[src/rtl/wf_pkg.sv]
package wf_pkg;

    localparam int          MIN_OFFSET = 12;
    localparam logic [15:0] CRC_POLY   = 16'h8005;
    localparam logic [15:0] CRC_INIT   = 16'hFFFF;

    typedef struct packed {
        logic       valid;
        logic       sof;
        logic       eof;
        logic       good;
        logic [7:0] data;
    } rx_beat_t;

    // Fold one byte into the CRC, least significant bit first.
    function automatic logic [15:0] crc16_byte(input logic [15:0] crc_in,
                                               input logic [7:0]  data);
        logic [15:0] c;
        logic        fb;
        c = crc_in;
        for (int b = 0; b < 8; b++) begin
            fb = c[15] ^ data[b];
            c  = {c[14:0], 1'b0} ^ (fb ? CRC_POLY : 16'h0000);
        end
        return c;
    endfunction

endpackage

[src/rtl/wf_byte_tracker.sv]
module wf_byte_tracker
    import wf_pkg::*;
#(
    parameter int POS_W = 12,
    parameter int OFF_W = 8,
    parameter int WIN   = 32
) (
    input  logic             clk,
    input  logic             rst,
    input  logic             byte_act,
    input  logic             byte_sof,
    input  logic [OFF_W-1:0] cfg_offset,
    input  logic [WIN-1:0]   cfg_mask,
    output logic             byte_sel,
    output logic             covered
);
    localparam int IDX_W = (WIN > 1) ? $clog2(WIN) : 1;
    localparam logic [POS_W-1:0] POS_MAX = '1;

    logic [POS_W-1:0] pos_q;
    logic             reach_q;
    logic [POS_W-1:0] cur_pos;
    logic [POS_W-1:0] eff_off;
    logic [POS_W-1:0] rel;
    logic [POS_W-1:0] target;
    logic [IDX_W-1:0] hi_idx;
    logic             any_set;
    logic             in_win;
    logic             reach_prev;
    logic             hit_now;

    // Clamp the window start so the address fields stay excluded.
    assign eff_off = (cfg_offset < OFF_W'(MIN_OFFSET)) ? POS_W'(MIN_OFFSET)
                                                       : POS_W'(cfg_offset);

    always_comb begin
        hi_idx  = '0;
        any_set = 1'b0;
        for (int i = 0; i < WIN; i++) begin
            if (cfg_mask[i]) begin
                hi_idx  = IDX_W'(i);
                any_set = 1'b1;
            end
        end
    end

    assign cur_pos    = byte_sof ? '0 : pos_q;
    assign rel        = cur_pos - eff_off;
    assign target     = eff_off + POS_W'(hi_idx);
    assign in_win     = (cur_pos >= eff_off) && (rel < POS_W'(WIN));
    assign byte_sel   = byte_act && in_win && cfg_mask[rel[IDX_W-1:0]];
    assign reach_prev = byte_sof ? 1'b0 : reach_q;
    assign hit_now    = byte_act && (cur_pos == target);
    assign covered    = !any_set || reach_prev || hit_now;

    always_ff @(posedge clk) begin
        if (rst) begin
            pos_q   <= '0;
            reach_q <= 1'b0;
        end else if (byte_act) begin
            pos_q   <= (cur_pos == POS_MAX) ? POS_MAX : cur_pos + 1'b1;
            reach_q <= reach_prev || hit_now;
        end
    end

    assert_sel_after_header_R2: assert property (@(posedge clk) disable iff (rst)
        byte_sel |-> (cur_pos >= POS_W'(MIN_OFFSET)));

    assert_pos_restart_R1: assert property (@(posedge clk) disable iff (rst)
        (byte_act && byte_sof) |=> (pos_q == POS_W'(1)));

endmodule

[src/rtl/wf_crc_unit.sv]
module wf_crc_unit
    import wf_pkg::*;
(
    input  logic        clk,
    input  logic        rst,
    input  logic        byte_act,
    input  logic        byte_sof,
    input  logic        byte_sel,
    input  logic [7:0]  byte_data,
    output logic [15:0] crc_next
);
    logic [15:0] crc_q;
    logic [15:0] crc_base;

    assign crc_base = byte_sof ? CRC_INIT : crc_q;
    assign crc_next = byte_sel ? crc16_byte(crc_base, byte_data) : crc_base;

    always_ff @(posedge clk) begin
        if (rst)           crc_q <= CRC_INIT;
        else if (byte_act) crc_q <= crc_next;
    end

    assert_idle_holds_crc_R7: assert property (@(posedge clk) disable iff (rst)
        !byte_act |=> $stable(crc_q));

    assert_unselected_keeps_crc_R3: assert property (@(posedge clk) disable iff (rst)
        (byte_act && !byte_sof && !byte_sel) |=> $stable(crc_q));

endmodule

[src/rtl/wake_crc_filter.sv]
module wake_crc_filter
    import wf_pkg::*;
#(
    parameter int OFF_W = 8,
    parameter int WIN   = 32,
    parameter int CRC_W = 16,
    parameter int POS_W = 12
) (
    input  logic             clk,
    input  logic             rst,
    input  logic             cfg_enable,
    input  logic [OFF_W-1:0] cfg_offset,
    input  logic [WIN-1:0]   cfg_mask,
    input  logic [CRC_W-1:0] cfg_crc,
    input  logic             rx_valid,
    input  logic             rx_sof,
    input  logic             rx_eof,
    input  logic             rx_good,
    input  logic [7:0]       rx_data,
    output logic             wake_pulse
);
    rx_beat_t    beat;
    logic        in_frame_q;
    logic        act;
    logic        sel;
    logic        covered;
    logic [15:0] crc_next;
    logic        fire;
    logic        wake_q;

    assign beat = '{valid: rx_valid, sof: rx_sof, eof: rx_eof,
                    good: rx_good, data: rx_data};
    assign act  = beat.valid && (beat.sof || in_frame_q);

    always_ff @(posedge clk) begin
        if (rst)      in_frame_q <= 1'b0;
        else if (act) in_frame_q <= !beat.eof;
    end

    wf_byte_tracker #(.POS_W(POS_W), .OFF_W(OFF_W), .WIN(WIN)) u_track (
        .clk        (clk),
        .rst        (rst),
        .byte_act   (act),
        .byte_sof   (beat.sof),
        .cfg_offset (cfg_offset),
        .cfg_mask   (cfg_mask),
        .byte_sel   (sel),
        .covered    (covered)
    );

    wf_crc_unit u_crc (
        .clk       (clk),
        .rst       (rst),
        .byte_act  (act),
        .byte_sof  (beat.sof),
        .byte_sel  (sel),
        .byte_data (beat.data),
        .crc_next  (crc_next)
    );

    assign fire = act && beat.eof && beat.good && cfg_enable && covered
                  && (CRC_W'(crc_next) == cfg_crc);

    always_ff @(posedge clk) begin
        if (rst) wake_q <= 1'b0;
        else     wake_q <= fire;
    end

    assign wake_pulse = wake_q;

    assert_pulse_qualified_R5: assert property (@(posedge clk) disable iff (rst)
        wake_pulse |-> $past(rx_valid && rx_eof && rx_good && cfg_enable));

    assert_pulse_needs_cover_R6: assert property (@(posedge clk) disable iff (rst)
        wake_pulse |-> $past(covered));

    assert_pulse_in_frame_R7: assert property (@(posedge clk) disable iff (rst)
        wake_pulse |-> $past(rx_sof || in_frame_q));

endmodule

[config.mk]
export PLATFORM = sky130hd
export DESIGN_NAME = wake_crc_filter
export DESIGN_NICKNAME = d
export VERILOG_FILES = /design/src/rtl/wf_pkg.sv /design/src/rtl/wf_byte_tracker.sv /design/src/rtl/wf_crc_unit.sv /design/src/rtl/wake_crc_filter.sv
export SDC_FILE = /design/constraint.sdc
export NUM_CORES = 1
export LEC_CHECK = 0
export ABC_AREA = 1
export BUFFER_PORTS_ARGS = -buffer_cell sky130_fd_sc_hd__buf_2
export CORE_AREA = 2 2 85 87
export DETAILED_ROUTE_END_ITERATION = 7
export DIE_AREA = 0 0 87 89
export HOLD_SLACK_MARGIN = 0.06
export PLACE_DENSITY_LB_ADDON = 0.25
export SKIP_CTS_REPAIR_TIMING = 1
export SLEW_MARGIN = 25
export SYNTH_ARGS = -nofsm -noshare
export SYNTH_HDL_FRONTEND = slang
export SYNTH_SLANG_ARGS = --single-unit
[constraint.sdc]
create_clock -name clk -period 9.6 [get_ports clk]
set_clock_uncertainty 0.2 [all_clocks]
set_input_delay 1.92 -clock clk [delete_from_list [all_inputs] [get_ports clk]]
set_output_delay 1.92 -clock clk [all_outputs]
set_load 0.1 [all_outputs]
==> results.yml, run 1 <==
clock_network:
  htreeDepth: 2
  root_buffer: "clkbuf_8"
  clk_path_buf_depth: 2
  cts_num_sinks: 31
  clk_pin_slew_ns: 0.06
  cts_tree: "yes"
  clk_latency_ns: 0.30
  cts_made_buffers: 5
floorplan:
  fp.dieH_um: 89
  ios: 72
  rows: 30
  die_w_um: 87
  dieArea_um2: 7743
  design.core.area_um2: 6719
  initial_core_util_pct: 54.36
hold_path:
  hp-class: "flop to flop"
  worstHoldStart: "u_crc.crc_q[3]"
  hold_depth: 2
  min_to: "u_crc.crc_q[3]"
yosys:
  ys_seq_area_share_pct: 16.99
  ys_types: 38
  synth_seq_cells: 31
  syn_area_um2: 3652
  synth-edff-count: 0
  synth-main-ff-cell: "dfxtp_1"
  ys_warn_count: 0
  syn-instance-count: 634
  synth-async-reset-ratio_pct: 0
  syn_nets: 721
  avgSynthCellArea_um2: 5.761
timing:
  holdWs_ns: 0.2712
  period_minus_slack_ns: 6.379
  worstMarginPinSlew_ns: 0.8861
  drv_slew: 0
  max_slew_margin_pct: 40.75
  setup-tns-final_ns: 0
  setup_viol: 0
  fmax_ghz: 0.1568
  rsz0062_at_grt: "no"
  layout_worst_path_cycle_share_pct: 66.44
  hold_viol: 0
worst_setup_path:
  reg2reg_slack_ns: 5.04
  cp.required_ns: 9.63
  cp-start-kind: "input pin"
  worstSetupPathType: "input pin to flop"
  critPathCaptureType: "flop"
  r2r-end: "wake_pulse"
  path_max_fanout: 32
  crit_path_top_delay_cell: "ha_1"
  rr_worst_depth: 22
  crit_top_cell: "nand2_1"
  r2r-start: "u_track.pos_q[0]"
  crit_path_max_incr_delay_ns: 0.84
  crit_start: "cfg_offset[6]"
  cp_cell_sequence: "buf_2 > nor4_1 > o21ai_0 > nand2_1 > inv_1 > ha_1 > nor2_1 > a21oi_1 > o21ai_1 > nand2_1 > nand2_1 > nand2_1 > a21oi_1 > nor2_2 > nand4_1 > inv_2 > nand3_1 > nand3b_1 > nand2_1 > nor2_1 > nand2_1 > nor2_1 > nand3_1 > nor2_1"
  worstPathArrival_ns: 6.41
power_and_ir_drop:
  p_leak_nw: 2.182
  ir_drop_mv: 0.06692
  p_per_area_nw_per_um2: 106.1
grt:
  grt_pass1_wl_mm: 16.48
  grt_usage_pct: 25.87
  grt_max_degree: 41
  grt_overflow: 0
  antenna_found_initial: 0
  grt_pass1_vias: 3794
placed_design:
  gp_congestion: 0.9272
  dpl.hpwl_mm: 7.734
  placed_cells: 768
  portBuffers: 71
finish:
  layout_common_cells: "nand2_1 (174), inv_1 (90), buf_2 (71), nor2_1 (55), a21oi_1 (47)"
  post-route-util_pct: 61.64
  syn2layout_area_growth_pct: 13.39
  layout_commonest_cell: "nand2_1"
  drive_above_1_share_pct: 14.37
  fin_nets: 782
  antenna_cells: 0
  final_cells: 776
flow_run:
  cap_violations: 0
detailed_routing:
  drt_iter0_drc: 201
  vias_per_cell: 5.465
  routed_wl_mm: 9.779
  wl_per_cell_um: 12.60
  dr_total_vias: 4241
  drc_errors: 0
  ant_nets: 0
  first_pass_iters: 5
status:
  status: "complete, no violations"
## layout make-up
class / count / area (um2)
timing repair buffer: 72 / 362.8
fill: 672 / 2577
clock buffer: 8 / 100.1
tap: 80 / 100.1
inverter: 96 / 360.3
multi-input combinational: 489 / 2597
sequential: 31 / 620.6
## critical path, delay by kind of cell
kind	cells	cell delay (ns)
simple gates	16	2.41
fa+ha+maj	1	0.84
buf+inv	3	0.63
compound gates	4	0.59
## registers in the layout, summed over array words and instances, names as in the netlist
name / cells
in_frame_q: 1
u_crc.crc_q: 16
u_track.pos_q: 12
u_track.reach_q: 1
wake_pulse: 1
## cells in the mapped netlist (3+ instances only)
master	instances	area (um2)
a221oi_1	8	70.07
nand3b_1	6	45.04
nand2_1	174	653.1
dfxtp_1	31	620.6
nand4_1	9	56.30
buf_2	5	25.02
clkbuf_1	10	37.54
xnor2_1	8	70.07
or2_2	3	18.77
ha_1	14	175.2
nor2_1	55	206.5
inv_1	90	337.8
nor4_1	8	50.05
nand2_2	4	25.02
a21oi_1	47	235.2
o211ai_1	10	75.07
o21ai_0	35	175.2
xor2_1	28	245.2
nor3_1	8	40.04
nand3_1	40	200.2
o21ai_1	12	60.06
inv_2	6	22.52
## worst max-delay path by stage
stage / end / slack [ns] / cells past startpoint
floorplan: wake_pulse / 4.08 / 50
global placement: wake_pulse / 3.09 / 24
detailed placement: wake_pulse / 3.02 / 24
CTS: wake_pulse / 3.29 / 24
global route: wake_pulse / 2.61 / 24
finish: wake_pulse / 3.22 / 24
## metrics by stage
stage          area [um2]  setup WS (ns)  power (mW)
2_1_floorplan        3652          4.081      0.2761
3_3_place_gp         4041          3.095      0.3169
3_5_place_dp         4041          3.021      0.3213
4_1_cts              4141          3.288      0.4373
5_1_grt              4141          2.612      0.4712
6_report             4141          3.221      0.4395
## per-layer routing
metal  GRT usage, %  wire (um)  vias up
li1               -          -     2195
met1          33.76       4551     1927
met2          45.52       4654      109
met3          3.324        464       10
met4          5.966        109        0
met5              0          0        -
## kinds of logic after synthesis
family                     Yosys count  share of synthesized area, %
muxes                                1                        0.2741
xor gates and xnor gates            37                         9.079
DFF                                 31                         16.99
adders and majority gates           16                         5.893
and+or+nand+nor                    313                         36.79
AOI/OAI and AO/OA                  122                         18.98
buffers and inverters              114                         11.99
## where the power goes
group	internal (mW)	switching, mW	total (mW)
combinational	0.0673	0.112	0.179
sequential	0.138	0.00490	0.143
clock	0.0654	0.0525	0.118
Power figures use the tool's default switching activity.
==> inputs of run 2 (changes only) <==
- clock period: 9.6 -> 6.25 ns (I/O delays scaled with it)
==> run 2 against run 1 <==
  * Count of clock-buffer cells in the layout is 2 lower
  * Largest power group unchanged
  * Design area increased by 0.79%
  * Non-clock buffer count rose by 2
  * Worst hold slack better by 0.0044 ns
  * Critical path depth rose by 25
==> results.yml, run 2 (synthesis gave the netlist of run 1 again) <==
finish:
  layout_commonest_cell: "nand2_1"
  fin_area_um2: 4174
  final-seq-area_um2: 620.6
  antenna_cells: 0
  syn2layout_area_growth_pct: 14.29
  regMostFlops: "u_crc.crc_q"
  fin_nets: 784
  drive_above_1_share_pct: 14.76
  layout_common_cells: "nand2_1 (174), inv_1 (90), buf_2 (71), nor2_1 (55), a21oi_1 (47)"
  multiInputGateArea_um2: 2597
  largest_registers: "u_crc.crc_q (16), u_track.pos_q (12)"
  largest_register_ff_count: 16
  n_fill_cell: 677
detailed_routing:
  routed_wl_mm: 9.974
  first_pass_iters: 5
  dr_total_vias: 4301
  ant_nets: 0
  vias_per_cell: 5.528
  drt_iter0_drc: 151
  drc_errors: 0
  wl_per_cell_um: 12.82
worst_setup_path:
  crit_path_top_delay_cell: "fa_1"
  critPathCaptureType: "flop"
  cp.required_ns: 6.28
  crit_path_max_incr_delay_ns: 0.53
  crit_top_cell: "nand2_1"
  path_max_fanout: 4
  worstSetupPathType: "input pin to flop"
  worstPathArrival_ns: 5.34
  cp-start-kind: "input pin"
power_and_ir_drop:
  p_leak_nw: 2.201
  ir_drop_mv: 0.09861
  p_total_uw: 705.7
  p_per_area_nw_per_um2: 169.1
placed_design:
  portBuffers: 71
  dpl.hpwl_mm: 8.074
  dpl_cell_area_um2: 4056
  gp_congestion: 0.9722
  dp_slack_ns: 0.6817
status:
  status: "complete, no violations"
clock_network:
  clk_latency_ns: 0.29
  cts_tree: "yes"
  htreeDepth: 2
  cts_made_buffers: 5
  clk_pin_slew_ns: 0.07
  root_buffer: "clkbuf_8"
  clk_path_buf_depth: 2
  cts_num_sinks: 31
timing:
  period_minus_slack_ns: 5.306
  worstMarginPinSlew_ns: 0.8610
  max_slew_margin_pct: 42.60
  layout_worst_path_cycle_share_pct: 84.89
  drv_slew: 0
  rsz0062_at_grt: "no"
  fmax_ghz: 0.1885
  hold_viol: 0
  setup-tns-final_ns: 0
  fin_ws_ns: 0.9444
  setup_viol: 0
floorplan:
  design.core.area_um2: 6719
  initial_core_util_pct: 54.36
  die_w_um: 87
  ios: 72
  rows: 30
  fp.dieH_um: 89
  dieArea_um2: 7743
grt:
  grt_pass1_wl_mm: 16.94
  grt_usage_pct: 27.12
  antenna_found_initial: 0
  grt_overflow: 0
  grt_max_degree: 40
  grt_pass1_vias: 3928
hold_path:
  hp-class: "flop to flop"
flow_run:
  cap_violations: 0
==> run 2: changes by cell type in the layout (fill, tap and decap cells not counted) <==
cell,delta
bufinv_16,+1
clkinv_2,+1
clkbuf_8,-1
clkbuf_1,-1
buf_4,+2
==> run 2: final cells by class <==
class / instances / share of cell area, %
inverters: 96 / 8.633
clock buffers: 6 / 1.978
repair buffers: 74 / 9.053
well taps: 80 / 2.398
multi-input cells: 489 / 62.23
flip-flops and latches: 31 / 14.87
clock inverters: 2 / 0.8393
==> run 2: metrics by stage <==
step           utilization, %  hold WS [ns]  std cells
5_1_grt                 62.12        0.3054        778
4_1_cts                 62.12        0.2732        778
2_1_floorplan               -        0.2349        634
3_3_place_gp            60.37        0.2486        770
3_5_place_dp            60.37        0.2561        770
6_report                62.12        0.2757        778
==> run 2: power by group <==
group          total (mW)  internal [mW]  switching [mW]
Clock               0.209          0.129          0.0796
Sequential          0.219          0.212         0.00704
Combinational       0.279          0.104           0.175
==> run 2: final timing paths <==
path	start	to	slack [ns]	cells after the start
worst max register to register	u_track.pos_q[0]	wake_pulse	2.09	23
worst min register to register	u_crc.crc_q[3]	u_crc.crc_q[3]	0.28	2
worst min-delay path	u_crc.crc_q[3]	u_crc.crc_q[3]	0.28	2
worst max-delay path	cfg_mask[3]	wake_pulse	0.94	49
==> run 2: per-layer routing <==
metal	GRT usage [%]	vias to the layer above	routed length, um
met5	0	-	0
met1	34.56	1950	4451
met2	46.56	126	4701
li1	-	2198	-
met3	4.617	27	545
met4	8.949	0	275
==> run 2: worst max-delay path, delay by kind of cell <==
kind	cells	cell delay, ns
and+or+nand+nor	42	2.89
adders and majority gates	2	0.73
buffers and inverters	3	0.25
AOI/OAI and AO/OA	2	0.22
==> inputs of run 3 (changes only) <==
- CORE_AREA: 2 2 85 87 -> 2 2 88 90
- DIE_AREA: 0 0 87 89 -> 0 0 90 92
- clock period: 6.25 -> 4.6 ns (I/O delays scaled with it)
==> run 3 against run 2 <==
  * Final cell count increased by 8.4%
  * Combinational power increased by 49%
  * Critical path depth up 2
  * Non-clock buffer count up 43
  * Clock power up 41%
  * Worst setup slack worse by 0.83 ns
  * Wire length increased by 2.2%
  * Via count rose by 2.0%
  * Global-route usage down 2.5 points
  * Core utilization fell by 0.65 points
  * Power rose by 43%
==> results.yml, run 3 (synthesis gave the netlist of run 1 again) <==
timing:
  setup_viol: 0
  fmax_ghz: 0.2228
  hold_viol: 0
  drv_slew: 0
  period_minus_slack_ns: 4.489
  max_slew_margin_pct: 63.07
  layout_worst_path_cycle_share_pct: 97.58
  setup-tns-final_ns: 0
  rsz0062_at_grt: "yes"
  worstMarginPinSlew_ns: 0.5539
detailed_routing:
  routed_wl_mm: 10.20
  drt_iter0_drc: 213
  first_pass_iters: 6
  met2_length_mm: 4.658
  vias_per_cell: 5.202
  wirelength_met1_mm: 4.811
  wl_met3_um: 626
  dr_total_vias: 4385
  drc_errors: 0
  top_layer: "met4"
  wl_per_cell_um: 12.09
  ant_nets: 0
placed_design:
  portBuffers: 71
  gp_congestion: 0.9297
  dpl.hpwl_mm: 8.036
  dpl_cell_area_um2: 4412
floorplan:
  fp.dieH_um: 92
  die_w_um: 90
  design.core.area_um2: 7447
  rows: 32
  ios: 72
  dieArea_um2: 8280
  initial_core_util_pct: 49.04
grt:
  grt_overflow: 0
  grt_pass1_vias: 4018
  grt_max_degree: 40
  antenna_found_initial: 0
  grt_pass1_wl_mm: 17.23
  grt_usage_pct: 24.66
clock_network:
  clk_path_buf_depth: 2
  cts_made_buffers: 5
  htreeDepth: 2
  cts_num_sinks: 31
  root_buffer: "clkbuf_8"
  cts_tree: "yes"
  clk_latency_ns: 0.30
  clk_pin_slew_ns: 0.07
finish:
  syn2layout_area_growth_pct: 25.35
  largest_registers: "u_crc.crc_q (16), u_track.pos_q (12)"
  largest_register_ff_count: 16
  drive_above_1_share_pct: 20.92
  fin_area_um2: 4578
  layout_commonest_cell: "nand2_1"
  regMostFlops: "u_crc.crc_q"
  antenna_cells: 0
  layout_common_cells: "nand2_1 (173), inv_1 (88), buf_2 (69), nor2_1 (55), a21oi_1 (46)"
  fin_nets: 827
worst_setup_path:
  crit_path_max_incr_delay_ns: 0.45
  r2r-end: "wake_pulse"
  crit_path_top_delay_cell: "fa_2"
  rr_worst_depth: 24
  cp-start-kind: "input pin"
  reg2reg_slack_ns: 0.85
  worstPathArrival_ns: 4.53
  critPathCaptureType: "flop"
  cp.required_ns: 4.64
  path_max_fanout: 2
  worstSetupPathType: "input pin to flop"
  crit_top_cell: "nand2_1"
  r2r-start: "u_track.pos_q[0]"
status:
  status: "complete, no violations"
power_and_ir_drop:
  p_comb_share_pct: 41.4
  seq_power_share_pct: 29.5
  p_leak_nw: 2.426
  intPower_uw: 632.9
  p_per_area_nw_per_um2: 220.3
  power_switching_uw: 375.5
  swShare_pct: 37.24
  pwr-share-clk_pct: 29.1
  ir_drop_mv: 0.1859
hold_path:
  hold_depth: 2
  worstHoldStart: "u_crc.crc_q[5]"
  hp-class: "flop to flop"
  min_to: "u_crc.crc_q[5]"
flow_run:
  cap_violations: 0
run 3: cell count changes in the layout (fill, tap and decap cells not counted), sizes merged:
cell and delta:
buf +43
run 3: area by class of cell:
class	count	area (um2)
Inverter	96	360.3
Fill cell	776	2869
Tap cell	102	127.6
Clock inverter	2	35.03
Sequential cell	31	620.6
Timing Repair Buffer	117	725.7
Multi-Input combinational cell	489	2626
Clock buffer	6	82.58
run 3: how the worst max path moves through the flow:
stage / startpoint / slack [ns] / end
4_1_cts: cfg_mask[2] / -0.02 / wake_pulse
5_1_grt: cfg_mask[2] / -0.54 / wake_pulse
6_report: cfg_mask[2] / 0.11 / wake_pulse
3_5_place_dp: cfg_mask[2] / -0.32 / wake_pulse
3_3_place_gp: cfg_mask[2] / -0.23 / wake_pulse
2_1_floorplan: cfg_mask[3] / 0.08 / wake_pulse
run 3: stage by stage:
step	utilization, %	setup slack [ns]	instances	hold WS [ns]	power (mW)
2_1_floorplan	-	0.08136	634	0.2349	0.5762
3_3_place_gp	59.24	-0.2304	834	0.2450	0.6987
3_5_place_dp	59.24	-0.3228	834	0.2656	0.7078
4_1_cts	60.82	-0.02418	842	0.2806	1.002
5_1_grt	61.48	-0.5432	843	0.3166	1.078
6_report	61.48	0.1114	843	0.2771	1.008
run 3: power groups by stage:
stage | clock network, mW | registers (mW) | logic [mW]
floorplan | 0 | 0.300 | 0.276
global placement | 0 | 0.302 | 0.396
detailed placement | 0 | 0.303 | 0.404
CTS | 0.297 | 0.297 | 0.407
global route | 0.305 | 0.300 | 0.473
finish | 0.294 | 0.297 | 0.417
run 3: critical path: cells and delay by family:
| kind | cells | cell delay [ns] |
|---|---|---|
| AO/OA/AOI/OAI | 3 | 0.34 |
| adder cells (fa/ha/maj) | 2 | 0.63 |
| buffers and inverters | 3 | 0.18 |
| AND/OR/NAND/NOR | 43 | 2.44 |
run 3: per-layer routing:
| metal | up-vias | global-route usage, % |
|---|---|---|
| met5 | - | 0 |
| met4 | 0 | 5.641 |
| met3 | 11 | 3.533 |
| met2 | 128 | 40.54 |
| met1 | 1964 | 34.31 |
| li1 | 2282 | - |
